<file path="src/rtl/txf_pkg.sv">
// Package: shared entry layout for the tagged transmit FIFO.
// Assumes an 8-bit payload; the two tags ride beside the byte.
package txf_pkg;
    parameter int unsigned TXF_DW = 8;

    typedef struct packed {
        logic              abort;
        logic              eop;
        logic [TXF_DW-1:0] data;
    } txf_entry_t;
endpackage

</file>
<file path="src/rtl/txf_store.sv">
// Storage ring: DEPTH entries, wrap-around pointers and true occupancy.
// Assumes push/pop are already qualified (no push when full, no pop when
// empty). The read side shows the head entry combinationally.
module txf_store
    import txf_pkg::*;
#(
    parameter int unsigned DEPTH = 19
) (
    input  logic                           clk,
    input  logic                           rst_n,
    input  logic                           push,
    input  logic                           pop,
    input  txf_entry_t                     wentry,
    output txf_entry_t                     head,
    output logic [$clog2(DEPTH+1)-1:0]     occ
);
    localparam int unsigned PW = (DEPTH > 1) ? $clog2(DEPTH) : 1;
    localparam int unsigned OW = $clog2(DEPTH + 1);
    localparam logic [PW-1:0] LAST = PW'(DEPTH - 1);

    txf_entry_t        mem [DEPTH];
    logic [PW-1:0]     wr_ptr;
    logic [PW-1:0]     rd_ptr;
    logic [OW-1:0]     count;

    function automatic logic [PW-1:0] ptr_inc(input logic [PW-1:0] p);
        return (p == LAST) ? '0 : p + 1'b1;
    endfunction

    // Entry array: cleared on reset, written at the tail on push.
    always_ff @(posedge clk) begin
        if (!rst_n) begin
            for (int i = 0; i < int'(DEPTH); i++) mem[i] <= '0;
        end else if (push) begin
            mem[wr_ptr] <= wentry;
        end
    end

    // Pointers and occupancy counter.
    always_ff @(posedge clk) begin
        if (!rst_n) begin
            wr_ptr <= '0;
            rd_ptr <= '0;
            count  <= '0;
        end else begin
            if (push) wr_ptr <= ptr_inc(wr_ptr);
            if (pop)  rd_ptr <= ptr_inc(rd_ptr);
            case ({push, pop})
                2'b10:   count <= count + 1'b1;
                2'b01:   count <= count - 1'b1;
                default: count <= count;
            endcase
        end
    end

    assign head = mem[rd_ptr];
    assign occ  = count;
endmodule

</file>
<file path="src/rtl/txf_lag.sv">
// Lagged status view: after any accepted access a countdown of LAG_TICKS
// serial bit ticks restarts; the view copies the true occupancy only when
// the countdown expires. Assumes bit_tick is a single-cycle pulse.
module txf_lag #(
    parameter int unsigned DEPTH     = 19,
    parameter int unsigned LAG_TICKS = 2
) (
    input  logic                       clk,
    input  logic                       rst_n,
    input  logic                       access,
    input  logic                       bit_tick,
    input  logic [$clog2(DEPTH+1)-1:0] occ,
    output logic [$clog2(DEPTH+1)-1:0] view,
    output logic                       view_upd
);
    localparam int unsigned OW = $clog2(DEPTH + 1);
    localparam int unsigned CW = $clog2(LAG_TICKS + 1);
    localparam logic [CW-1:0] LOAD = CW'(LAG_TICKS);

    logic [CW-1:0] left;
    logic [OW-1:0] view_q;

    // Load strobe: last pending tick arrives with no new access.
    assign view_upd = !access && bit_tick && (left == CW'(1));

    // Countdown restarted by every access, stepped by bit ticks.
    always_ff @(posedge clk) begin
        if (!rst_n)                    left <= '0;
        else if (access)               left <= LOAD;
        else if (bit_tick && left != 0) left <= left - 1'b1;
    end

    // View register: copies occupancy only on the load strobe.
    always_ff @(posedge clk) begin
        if (!rst_n)        view_q <= '0;
        else if (view_upd) view_q <= occ;
    end

    assign view = view_q;
endmodule

</file>
<file path="src/rtl/txf_irq.sv">
// Low-water interrupt: set when the lagged view is loaded with THRESH
// from another value, held until a host clear; a set beats a clear.
module txf_irq #(
    parameter int unsigned OW     = 5,
    parameter int unsigned THRESH = 4
) (
    input  logic          clk,
    input  logic          rst_n,
    input  logic          view_upd,
    input  logic [OW-1:0] new_level,
    input  logic [OW-1:0] cur_level,
    input  logic          clr,
    output logic          irq
);
    localparam logic [OW-1:0] THR = OW'(THRESH);

    logic hit;
    logic irq_q;

    // Arrival at the mark, not residence at it.
    assign hit = view_upd && (new_level == THR) && (cur_level != THR);

    // Held interrupt flag.
    always_ff @(posedge clk) begin
        if (!rst_n)   irq_q <= 1'b0;
        else if (hit) irq_q <= 1'b1;
        else if (clr) irq_q <= 1'b0;
    end

    assign irq = irq_q;
endmodule

</file>
<file path="src/rtl/tx_tag_fifo.sv">
// Tagged transmit FIFO top: qualifies host writes and framer pops, owns
// the self-clearing abort arm, the sticky overflow flag and the registered
// pop result. Assumes one clock domain; serial timing enters via bit_tick.
module tx_tag_fifo
    import txf_pkg::*;
#(
    parameter int unsigned DEPTH     = 19,
    parameter int unsigned THRESH    = 4,
    parameter int unsigned LAG_TICKS = 2
) (
    input  logic                       clk,
    input  logic                       rst_n,
    input  logic                       bit_tick,
    input  logic                       wr_en,
    input  logic [TXF_DW-1:0]          wr_data,
    input  logic                       wr_eop,
    input  logic                       ctl_wr,
    input  logic                       ctl_abort_arm,
    input  logic                       ctl_irq_clr,
    input  logic                       rd_en,
    output logic                       rd_valid,
    output logic                       rd_none,
    output logic [TXF_DW-1:0]          rd_data,
    output logic                       rd_eop,
    output logic                       rd_abort,
    output logic [$clog2(DEPTH+1)-1:0] stat_level,
    output logic                       stat_full,
    output logic                       stat_empty,
    output logic                       stat_low,
    output logic                       irq,
    output logic                       ovf_flag,
    output logic                       abort_armed
);
    localparam int unsigned OW = $clog2(DEPTH + 1);
    localparam logic [OW-1:0] FULL_C = OW'(DEPTH);
    localparam logic [OW-1:0] THR_C  = OW'(THRESH);

    logic [OW-1:0] occ;
    logic [OW-1:0] view;
    logic          view_upd;
    logic          push_ok;
    logic          pop_ok;
    logic          armed_q;
    logic          ovf_q;
    txf_entry_t    wentry;
    txf_entry_t    head;
    txf_entry_t    rd_q;
    logic          rv_q;
    logic          rn_q;

    // Accept decisions use the true occupancy, not the lagged view.
    assign push_ok = wr_en && (occ != FULL_C);
    assign pop_ok  = rd_en && (occ != '0);

    assign wentry = '{abort: armed_q, eop: wr_eop, data: wr_data};

    txf_store #(.DEPTH(DEPTH)) u_store (
        .clk    (clk),
        .rst_n  (rst_n),
        .push   (push_ok),
        .pop    (pop_ok),
        .wentry (wentry),
        .head   (head),
        .occ    (occ)
    );

    txf_lag #(.DEPTH(DEPTH), .LAG_TICKS(LAG_TICKS)) u_lag (
        .clk      (clk),
        .rst_n    (rst_n),
        .access   (push_ok || pop_ok),
        .bit_tick (bit_tick),
        .occ      (occ),
        .view     (view),
        .view_upd (view_upd)
    );

    txf_irq #(.OW(OW), .THRESH(THRESH)) u_irq (
        .clk       (clk),
        .rst_n     (rst_n),
        .view_upd  (view_upd),
        .new_level (occ),
        .cur_level (view),
        .clr       (ctl_wr && ctl_irq_clr),
        .irq       (irq)
    );

    // Abort arm: consumed by an accepted write, re-armed by the control strobe.
    always_ff @(posedge clk) begin
        if (!rst_n)                         armed_q <= 1'b0;
        else if (ctl_wr && ctl_abort_arm)   armed_q <= 1'b1;
        else if (push_ok)                   armed_q <= 1'b0;
    end

    // Sticky overflow on a write that meets a full buffer.
    always_ff @(posedge clk) begin
        if (!rst_n)                 ovf_q <= 1'b0;
        else if (wr_en && !push_ok) ovf_q <= 1'b1;
    end

    // Registered pop result; data holds between pops.
    always_ff @(posedge clk) begin
        if (!rst_n) begin
            rd_q <= '0;
            rv_q <= 1'b0;
            rn_q <= 1'b0;
        end else begin
            rv_q <= pop_ok;
            rn_q <= rd_en && !pop_ok;
            if (pop_ok) rd_q <= head;
        end
    end

    assign rd_valid    = rv_q;
    assign rd_none     = rn_q;
    assign rd_data     = rd_q.data;
    assign rd_eop      = rd_q.eop;
    assign rd_abort    = rd_q.abort;
    assign stat_level  = view;
    assign stat_full   = (view == FULL_C);
    assign stat_empty  = (view == '0);
    assign stat_low    = (view <= THR_C);
    assign ovf_flag    = ovf_q;
    assign abort_armed = armed_q;
endmodule

</file>
<file path="config.mk">
export PLATFORM = sky130hd
export DESIGN_NAME = tx_tag_fifo
export DESIGN_NICKNAME = d
export VERILOG_FILES = /design/src/rtl/txf_pkg.sv /design/src/rtl/txf_store.sv /design/src/rtl/txf_lag.sv /design/src/rtl/txf_irq.sv /design/src/rtl/tx_tag_fifo.sv
export SDC_FILE = /design/constraint.sdc
export NUM_CORES = 1
export LEC_CHECK = 0
export ABC_AREA = 1
export ABC_CLOCK_PERIOD_IN_PS = 3100
export BUFFER_PORTS_ARGS = -buffer_cell sky130_fd_sc_hd__buf_2
export CAP_MARGIN = 10
export CORE_ASPECT_RATIO = 1.4
export CORE_MARGIN = 10
export CORE_UTILIZATION = 55
export CTS_CLUSTER_DIAMETER = 100
export DETAILED_ROUTE_END_ITERATION = 12
export PLACE_DENSITY = 0.81
export SYNTH_ARGS = -nofsm -noshare
export SYNTH_HDL_FRONTEND = slang
export SYNTH_SLANG_ARGS = --single-unit
</file>
<file path="constraint.sdc">
create_clock -name clk -period 3.1 [get_ports clk]
set_input_delay 0.31 -clock clk [delete_from_list [all_inputs] [get_ports clk]]
set_output_delay 0.31 -clock clk [all_outputs]
set_load 0.1 [all_outputs]
</file>
==> results of run 1 <==
[worst max-delay path: stages (launching register included)]
cell     delay [ns]
dfxtp_1        0.39
nand2_1        0.11
inv_2          0.05
nand3_4        0.07
nand3_4        0.12
nor2_1         0.94
inv_1          0.69
nor2_1         0.29
[cells by family after synthesis]
family,share of synthesized area
AO/OA/AOI/OAI,0.04189
XOR/XNOR,0.003732
adder cells (fa/ha/maj),0.009596
buffers and inverters,0.07989
flip-flops,0.6239
AND/OR/NAND/NOR,0.2410
[final cells by class]
type                    instances  area [um2]  area share
clock buffers                  43       937.1     0.05193
well taps                     380       475.5     0.02634
clock inverters                18       160.2    0.008874
multi-input cells            1115        4876      0.2702
repair buffers                 80       540.5     0.02995
inverters                     212       803.3     0.04451
flip-flops and latches        357       10250      0.5682
[how the worst min path moves through the flow]
stage	start	endpoint	slack, ns	cells past startpoint
2_1_floorplan	rd_en	rd_none	0.43	2
3_3_place_gp	u_store.mem[18][8]	u_store.mem[18][8]	0.45	2
3_5_place_dp	ovf_flag	ovf_flag	0.45	2
4_1_cts	ctl_abort_arm	abort_armed	0.02	3
5_1_grt	rd_en	rd_none	0.05	3
6_report	ctl_abort_arm	abort_armed	0.03	3
[sequential cells by signal, indices dropped and copies added, names as in the netlist, 2 cells and up]
register and cells:
u_store.wr_ptr 5, u_store.mem 320, u_store.rd_ptr 5, u_lag.view 5
rd_data 8, u_store.occ 5, u_lag.left 2
[report_power, final]
part | switching, mW | internal, mW | leakage [nW] | total (mW)
sequential | 0.128 | 5.41 | 3.45 | 5.54
clock | 1.80 | 2.33 | 0.539 | 4.13
combinational | 2.42 | 0.849 | 3.59 | 3.27
total | 4.35 | 8.60 | 7.57 | 12.9
[stage by stage]
step | hold WS, ns | cells
finish | 0.02950 | 2205
global route | 0.04599 | 2205
CTS | 0.01500 | 2205
detailed placement | 0.4494 | 2144
global placement | 0.4520 | 2144
floorplan | 0.4292 | 1783
[layout by cell type (no fill, tap or decap), types with 8 or more instances in the layout]
| cell type | count |
|---|---|
| a21oi_1 | 62 |
| buf_2 | 39 |
| buf_4 | 38 |
| clkbuf_16 | 36 |
| clkinv_1 | 8 |
| dfxtp_1 | 45 |
| edfxtp_1 | 310 |
| ha_1 | 11 |
| inv_1 | 203 |
| nand2_1 | 481 |
| nand2_2 | 11 |
| nand3_1 | 142 |
| nor2_1 | 303 |
| o21ai_0 | 57 |
[routing by layer]
| layer | GRT usage | wire (um) | up-vias |
|---|---|---|---|
| met5 | 0 | 0 | - |
| met4 | 0.1137 | 2067 | 0 |
| met3 | 0.03595 | 3848 | 131 |
| met2 | 0.3711 | 20640 | 695 |
| met1 | 0.2577 | 14910 | 5747 |
| li1 | - | - | 5759 |
==> results.ini, run 1 <==
[worst_hold_path]
hold_path.class = input port to flip-flop

[logic_synthesis]
async_flop_share = 0
ys_ff_latch = 357
ys_seq_area_frac = 0.6239
synth_common_cells = nand2_1 (481), edfxtp_1 (310), nor2_1 (303), inv_1 (203), nand3_1 (142)
synth.most_common_cell = nand2_1
syn-cell-area_um2 = 16430
synth-main-ff-cell = edfxtp_1
ys_types = 41
synth_nets = 1812
synth_top_cell_area_share = 0.5666
synth_edf_count = 310
syn_inst = 1783
yosys.area.top_type = edfxtp_1
synth_area_leaders = edfxtp_1 (57%), nand2_1 (11%), nor2_1 (6.9%)
syn_avg_cell_area_um2 = 9.214
yosysWarningCount = 0

[route]
antenna_left = 0
num_vias = 12330
drtIter0Drc = 1536
drc = 0
wirelength_mm = 41.46
routed_via_density = 5.593
dr.pass1.iters = 5
avgRoutedWirePerCell_um = 18.80

[status]
status = finished, final reports clean

[critical_path]
critPathArrivalTime_ns = 3.22
rrSetupSlack_ns = 0.25
reg2regPathDepth = 7
required_ns = 3.46
crit_start = u_store.occ[0]
path_class = flip-flop to flip-flop
critPathLaunchType = flip-flop
endpoint = u_store.mem[10][9]
path_max_fanout = 16
reg2reg_to = u_store.mem[10][9]
endpoint_kind = flip-flop
worstReg2RegStart = u_store.occ[0]

[finish]
nets = 1829
diodes = 0
n_fill_cell = 2252
drive_above_1_share = 0.08986
fin_util = 0.6149
stdcell_area_um2 = 18050
area_delta_synth_final_pct = 9.855

[power_and_ir_drop]
cellLeakagePower_nw = 7.573
peakVddDrop_uv = 564.2
power_density_nw_per_um2 = 717.2
finalPower_mw = 12.94

[placed_design]
hpwlAfterDp_mm = 26.52
place_area_um2 = 16950
post-place-ws_ns = 0.4202
gp_congestion = 0.9820
port_buffers = 39

[sta]
fin_crit_sh = 0.9199
rsz0062_at_grt = no
worst_pin_slew_ns = 1.229
layout_setup_ws_ns = 0.2483
final-hold-violation-count = 0
min_period_ns = 2.852
setup_tns_ns = 0
final_max_slew_viol_count = 0
maxSlewHeadroom = 0.1776
fmax_ghz = 0.3507
setup_viol = 0
fin_skew_ns = 0.03028

[clocking]
clk_latency_ns = 0.54
hold_buffers = 0
cts_made_buffers = 34
clockRootBuffer = clkbuf_16
clock_sinks = 357
cts.htree.levels = 2
cts_tree = done
cts_setup_buffers = 0
clk_pin_slew_ns = 0.07
cts_resized = 0
clk_path_buf_depth = 3

[global_route]
grt_pass1_wl_mm = 64.43
grt_pass1_vias = 11810
grt_usage = 0.2166
antenna_found_initial = 0
grt_max_degree = 174
grt-ovfl-total = 0

[die]
die_h_um = 224.5
initial_utilization = 0.5597
fp.dieW_um = 166.1
io_pins = 40
rows = 74
coreArea_um2 = 29350
die_area_um2 = 37280

[job]
max_cap_viol_count = 0

Note: power is estimated with default switching activity, not from simulation.
==> run 2: changes to the inputs <==
- ABC_AREA: 1 -> not set
- HOLD_SLACK_MARGIN: not set -> 0.1
- PLACE_DENSITY: 0.81 -> 0.82
==> run 2 against run 1 <==
  * Global-route usage down 0.59 points
  * Die area down 6.1%
  * Highest routed layer unchanged
  * Register-to-register slack better by 0.17 ns
  * Sequential share of layout area up 3.1 points
  * Synthesized cell count fell by 40%
  * Hold slack improved by 0.11 ns
  * Critical endpoint is now u_store.occ[4]
  * Clock-buffer cell count down 7
  * Sequential power rose by 1%
  * Worst setup slack improved by 0.17 ns
  * Core utilization grew 0.64 points
  * Combinational power down 14%
  * First-iteration DRC count fell by 26%
==> results.ini, run 2 <==
[logic_synthesis]
ys_types = 59  ; +44%
ys_ff_latch = 357  ; unchanged
syn_avg_cell_area_um2 = 14.28  ; +55%
yosysWarningCount = 0  ; unchanged
syn_inst = 1072  ; -40%
synth_area_leaders = edfxtp_1 (61%), mux4_2 (7.5%), dfxtp_1 (6.1%)
synth_top_cell_area_share = 0.6083  ; +0.04165
synth_common_cells = edfxtp_1 (310), nor2_1 (196), nand2_1 (72), mux4_2 (51), mux2i_1 (49)
ys_seq_area_frac = 0.6698  ; +0.04586
synth-main-ff-cell = edfxtp_1
synth_nets = 1101  ; -39%
async_flop_share = 0  ; unchanged
synth.most_common_cell = edfxtp_1
yosys.area.top_type = edfxtp_1
synth_edf_count = 310  ; unchanged
syn-cell-area_um2 = 15300  ; -6.8%

[die]
die_area_um2 = 34990  ; -6.1%
fp.dieW_um = 161.0  ; -3.1%
coreArea_um2 = 27570  ; -6.1%
io_pins = 40  ; unchanged
rows = 72  ; -2.7%
die_h_um = 217.4  ; -3.2%
initial_utilization = 0.5551  ; -0.004577

[sta]
layout_setup_ws_ns = 0.4217  ; +0.1735 ns
fmax_ghz = 0.3734  ; +6.5%
fin_crit_sh = 0.8640  ; -0.05595
maxSlewHeadroom = 0.3758  ; +0.1982
setup_viol = 0  ; unchanged
final-hold-violation-count = 0  ; unchanged
fin_skew_ns = 0.01230  ; -0.01798 ns
rsz0062_at_grt = no
holdWs_ns = 0.1408  ; +0.1113 ns
worst_pin_slew_ns = 0.9350  ; -0.2940 ns
min_period_ns = 2.678  ; -0.1735 ns
final_max_slew_viol_count = 0  ; unchanged
setup_tns_ns = 0  ; unchanged

[placed_design]
port_buffers = 39  ; unchanged
hpwlAfterDp_mm = 24.98  ; -5.8%
place_area_um2 = 16110  ; -5.0%
post-place-ws_ns = 0.4383  ; +0.01812 ns
gp_congestion = 0.8965  ; -8.7%

[route]
m1WireLength_mm = 12.56  ; -16%
drc = 0  ; unchanged
avgRoutedWirePerCell_um = 24.23  ; +29%
wl_met2_mm = 19.24  ; -6.8%
routed_via_density = 6.138  ; +9.8%
routed.top_layer = met4
drtIter0Drc = 1129  ; -26%
dr_wl_met3_mm = 2.866  ; -26%
dr.pass1.iters = 6  ; +1
antenna_left = 0  ; unchanged
wirelength_mm = 37.00  ; -11%
num_vias = 9373  ; -24%

[clocking]
cts_tree = done
clockRootBuffer = clkbuf_16
clock_sinks = 357  ; unchanged
cts.htree.levels = 1  ; -1
clk_latency_ns = 0.57  ; +0.03 ns
clk_path_buf_depth = 3  ; unchanged
clk_pin_slew_ns = 0.06  ; about the same
cts_made_buffers = 30  ; -12%
cts_resized = 0  ; unchanged

[critical_path]
path_class = flip-flop to flip-flop
path_max_fanout = 7  ; -9
required_ns = 3.55  ; +0.09 ns
worstPathCellList = or4_4 > o21a_1 > ha_1 > fa_1 > a21o_1 > a21oi_1 > xnor2_1 > nand2_1 > mux2i_1
critPathLaunchType = flip-flop
crit_slowest_cell = or4_4
slowest_delay_ns = 0.56  ; -0.38 ns
critPathArrivalTime_ns = 3.13  ; -0.09 ns
rrSetupSlack_ns = 0.42  ; +0.17 ns
worstReg2RegStart = u_store.occ[0]
worst-path-buf-inv = 0  ; -2
critical-path-top-delay-family = adder cells
crit_start = u_store.occ[0]
endpoint_kind = flip-flop

[worst_hold_path]
hold_path.class = input port to flip-flop
hold_start = wr_data[4]

[finish]
drive_above_1_share = 0.2197  ; +0.1299
area_delta_synth_final_pct = 11.91
layout_commonest_cell = edfxtp_1
nets = 1162  ; -36%
regMostFlops = u_store.mem
final_cell_mix = edfxtp_1 (310), nor2_1 (196), nand2_1 (72)
largest_register_ffs = 320  ; unchanged
n_fill_cell = 1973  ; -12%
stdcell_area_um2 = 17130  ; -5.1%

[power_and_ir_drop]
power_density_nw_per_um2 = 702.5  ; -2.0%
cellLeakagePower_nw = 6.093  ; -20%
peakVddDrop_uv = 429.2  ; -24%

[job]
max_cap_viol_count = 0  ; unchanged

[global_route]
grt_pass1_wl_mm = 56.71  ; -12%
grt_pass1_vias = 9428  ; -20%
grt_max_degree = 46  ; -74%
grt_usage = 0.2107  ; -0.005896
antenna_found_initial = 1  ; +1
grt-ovfl-total = 0  ; unchanged

[status]
status = finished, final reports clean

run 2: changes by cell type after synthesis, sizes merged, moves of 37 or more:
cell / previous run / this run
nand2: 492 / 72
inv: 211 / 19
nand3: 146 / 14
nor2: 309 / 196
mux4: 0 / 51
mux2i: 0 / 49
buf: 76 / 30
o21ai: 58 / 14
a21oi: 62 / 21
mux2: 0 / 37
run 2: layout make-up:
type,count,area (um2),share of cell area
antenna,1,2.502,0.0001461
clock buffer,36,794.5,0.04639
clock inverter,19,141.4,0.008255
inverter,19,71.32,0.004164
multi-input combinational,621,4679,0.2732
sequential,357,10260,0.5990
tap,370,462.9,0.02703
timing repair buffer,104,715.7,0.04179
run 2: power by group:
part / total, mW / switching [mW] / internal, mW
Combinational: 2.81 / 1.75 / 1.06
Sequential: 5.60 / 0.195 / 5.41
Clock: 3.62 / 1.64 / 1.98
run 2: kinds of logic after synthesis:
family	synth area share
and+or+nand+nor	0.1069
DFF	0.6698
muxes	0.1343
AOI/OAI and AO/OA	0.04636
buffers and inverters	0.02657
adders and majority gates	0.01030
xor gates and xnor gates	0.005723
run 2: per-stage QoR:
| stage | power, mW | util | std cells |
|---|---|---|---|
| detailed placement | 8.481 | 0.5843 | 1463 |
| floorplan | 7.782 | - | 1072 |
| global route | 12.44 | 0.6213 | 1527 |
| finish | 12.03 | 0.6213 | 1527 |
| global placement | 8.419 | 0.5843 | 1463 |
| CTS | 12.06 | 0.6212 | 1526 |
run 2: worst register-to-register path, cell delays in order (launching register included):
cell     delay [ns]
dfxtp_1        0.39
or4_4          0.57
o21a_1         0.20
ha_1           0.27
fa_1           0.43
a21o_1         0.19
a21oi_1        0.17
xnor2_1        0.13
nand2_1        0.08
mux2i_1        0.13
run 2: path summary, 6_finish.rpt:
| kind | to | cells past startpoint |
|---|---|---|
| setup / recovery | u_store.occ[4] | 9 |
| hold / removal | u_store.mem[11][4] | 2 |
| setup reg to reg | u_store.occ[4] | 9 |
| hold reg to reg | u_store.mem[18][7] | 2 |
run 2: what timing repair did:
action	4_1_cts	5_1_grt
hold buffers	8	0
buffers inserted	0	0
endpoints found under the setup margin	0	0
endpoints found under the hold margin	5	0
run 2: layer usage:
layer,global-route usage,vias up
met5,0,-
met4,0.1267,0
met3,0.02852,130
met2,0.3695,493
met1,0.2408,4664
li1,-,4086
==> run 3: changes to the inputs <==
- PLACE_DENSITY: 0.82 -> 0.75
==> run 3 against run 2 <==
  * Combinational power decreased by 5%
  * Power rose by 3.2%
  * Via count down 0.81%
  * Core utilization rose by 0.34 points
  * Final cell count increased by 0.13%
  * Critical path type unchanged
  * Largest cell class unchanged
  * Highest routed layer unchanged
==> results.ini, run 3 (synthesis results as in run 2) <==
[die]
die_area_um2 = 34990  ; unchanged
initial_utilization = 0.5551  ; unchanged
io_pins = 40  ; unchanged
coreArea_um2 = 27570  ; unchanged
rows = 72  ; unchanged
fp.dieW_um = 161.0  ; unchanged
die_h_um = 217.4  ; unchanged

[route]
avgRoutedWirePerCell_um = 24.72  ; +2.0%
dr.pass1.iters = 5  ; -1
routed_via_density = 6.080  ; -0.94%
drtIter0Drc = 957  ; -15%
antenna_left = 0  ; unchanged
num_vias = 9297  ; -0.81%
wirelength_mm = 37.80  ; +2.2%
drc = 0  ; unchanged

[finish]
area_delta_synth_final_pct = 12.53
final_cell_mix = edfxtp_1 (310), nor2_1 (196), nand2_1 (72)
regMostFlops = u_store.mem
final_cells = 1529  ; +0.13%
nets = 1163  ; +0.086%
drive_above_1_share = 0.2193  ; -0.0003795
layout_commonest_cell = edfxtp_1
largest_register_ffs = 320  ; unchanged

[sta]
final_max_slew_viol_count = 0  ; unchanged
setup_tns_ns = 0  ; unchanged
fin_crit_sh = 0.9217  ; +0.05772
maxSlewHeadroom = 0.4239  ; +0.04807
min_period_ns = 2.857  ; +0.1789 ns
worst_pin_slew_ns = 0.8576  ; -0.07743 ns
fin_skew_ns = 0.02366  ; +0.01137 ns
final-hold-violation-count = 0  ; unchanged
fmax_ghz = 0.3500  ; -6.3%
setup_viol = 0  ; unchanged
rsz0062_at_grt = no

[power_and_ir_drop]
switching_share = 0.2930  ; -0.004775
internal_power_mw = 8.780  ; +3.9%
power_density_nw_per_um2 = 721.1  ; +2.6%
finalPower_mw = 12.42  ; +3.2%
power_frac_clock = 0.325  ; +0.024
seqPwrFrac = 0.460  ; -0.006
cellLeakagePower_nw = 6.133  ; +0.66%
pwr-share-comb = 0.215  ; -0.019
p_sw_mw = 3.638  ; +1.6%
peakVddDrop_uv = 476.3  ; +11%

[clocking]
clockRootBuffer = clkbuf_16
cts_resized = 0  ; unchanged
clk_latency_ns = 0.52  ; -0.05 ns
cts_made_buffers = 34  ; +13%
clk_pin_slew_ns = 0.06  ; about the same
cts.htree.levels = 2  ; +1
clk_path_buf_depth = 3  ; unchanged
cts_tree = done
hold_buffers = 5  ; -3
cts_setup_buffers = 0  ; unchanged
clock_sinks = 357  ; unchanged

[global_route]
grt_usage = 0.2149  ; +0.004157
grt_use_met3 = 0.02833  ; -0.0001889
antenna_found_initial = 0  ; -1
busiest_layer = met2
grt_pass1_vias = 9383  ; -0.48%
grt_max_degree = 35  ; -24%
grt-ovfl-total = 0  ; unchanged
groute.layer.met1.usage = 0.2483  ; +0.007548
met2_usage = 0.3725  ; +0.003039
grt_pass1_wl_mm = 57.33  ; +1.1%

[critical_path]
path_class = flip-flop to flip-flop
endpoint_kind = flip-flop
required_ns = 3.26  ; -0.29 ns
critPathLaunchType = flip-flop
path_max_fanout = 11  ; +4
critPathArrivalTime_ns = 3.01  ; -0.12 ns

[job]
max_cap_viol_count = 0  ; unchanged

[placed_design]
post-place-cells = 1463  ; unchanged
gp_congestion = 0.8777  ; -2.1%
hpwlAfterDp_mm = 25.39  ; +1.6%
port_buffers = 39  ; unchanged

[status]
status = finished, final reports clean

[worst_hold_path]
hold_path.class = input port to flip-flop

-- run 3: cell types whose count changed in the layout (fill, tap and decap cells not counted), sizes merged --
cell / delta
dlygate4sd3: -3
clkinv: -3
clkbuf: +7
clkinvlp: -1
bufinv: +1
inv: +1
-- run 3: layout make-up --
type | count | area, um2
clock buffers | 43 | 905.9
diodes | 1 | 2.502
inverters | 19 | 71.32
repair buffers | 101 | 685.7
fillers | 2067 | 10340
multi-input cells | 621 | 4679
flip-flops and latches | 357 | 10260
clock inverters | 17 | 155.1
well taps | 370 | 462.9
-- run 3: worst paths after layout --
| kind | startpoint | endpoint | slack, ns | cells after the start |
|---|---|---|---|---|
| hold reg to reg | u_store.mem[18][5] | u_store.mem[18][5] | 0.50 | 2 |
| hold / removal | wr_data[3] | u_store.mem[3][3] | 0.13 | 2 |
| setup / recovery | u_store.occ[3] | u_store.mem[6][1] | 0.24 | 4 |
| setup reg to reg | u_store.occ[3] | u_store.mem[6][1] | 0.24 | 4 |
-- run 3: power by group through the flow --
stage / combinational (mW) / sequential [mW] / clock [mW]
2_1_floorplan: 1.75 / 6.03 / 0
3_3_place_gp: 2.63 / 5.81 / 0
3_5_place_dp: 2.66 / 5.82 / 0
4_1_cts: 2.68 / 5.72 / 4.08
5_1_grt: 2.82 / 5.75 / 4.24
6_report: 2.67 / 5.71 / 4.04
-- run 3: worst max-delay path, cell delays in order (launching register included) --
cell and delay, ns:
dfxtp_1 0.41, and4bb_2 0.32, a2111oi_4 0.83, nand3_1 0.48, nand2_1 0.46
-- run 3: through the flow --
step	area, um2	hold slack [ns]	worst slack [ns]	utilization
finish	17220	0.1253	0.2428	0.6247
global route	17220	0.1289	0.09724	0.6246
CTS	17220	0.1125	0.2795	0.6246
detailed placement	16110	0.4857	0.3221	0.5843
global placement	16110	0.4704	0.4286	0.5843
floorplan	15320	0.4283	0.1943	-
-- run 3: routing by layer --
metal | wire (um) | vias up | part of all wire
met5 | 0 | - | 0
met4 | 2436 | 0 | 0.064
met3 | 2489 | 121 | 0.066
met2 | 19560 | 446 | 0.52
met1 | 13310 | 4640 | 0.35
li1 | - | 4090 | -
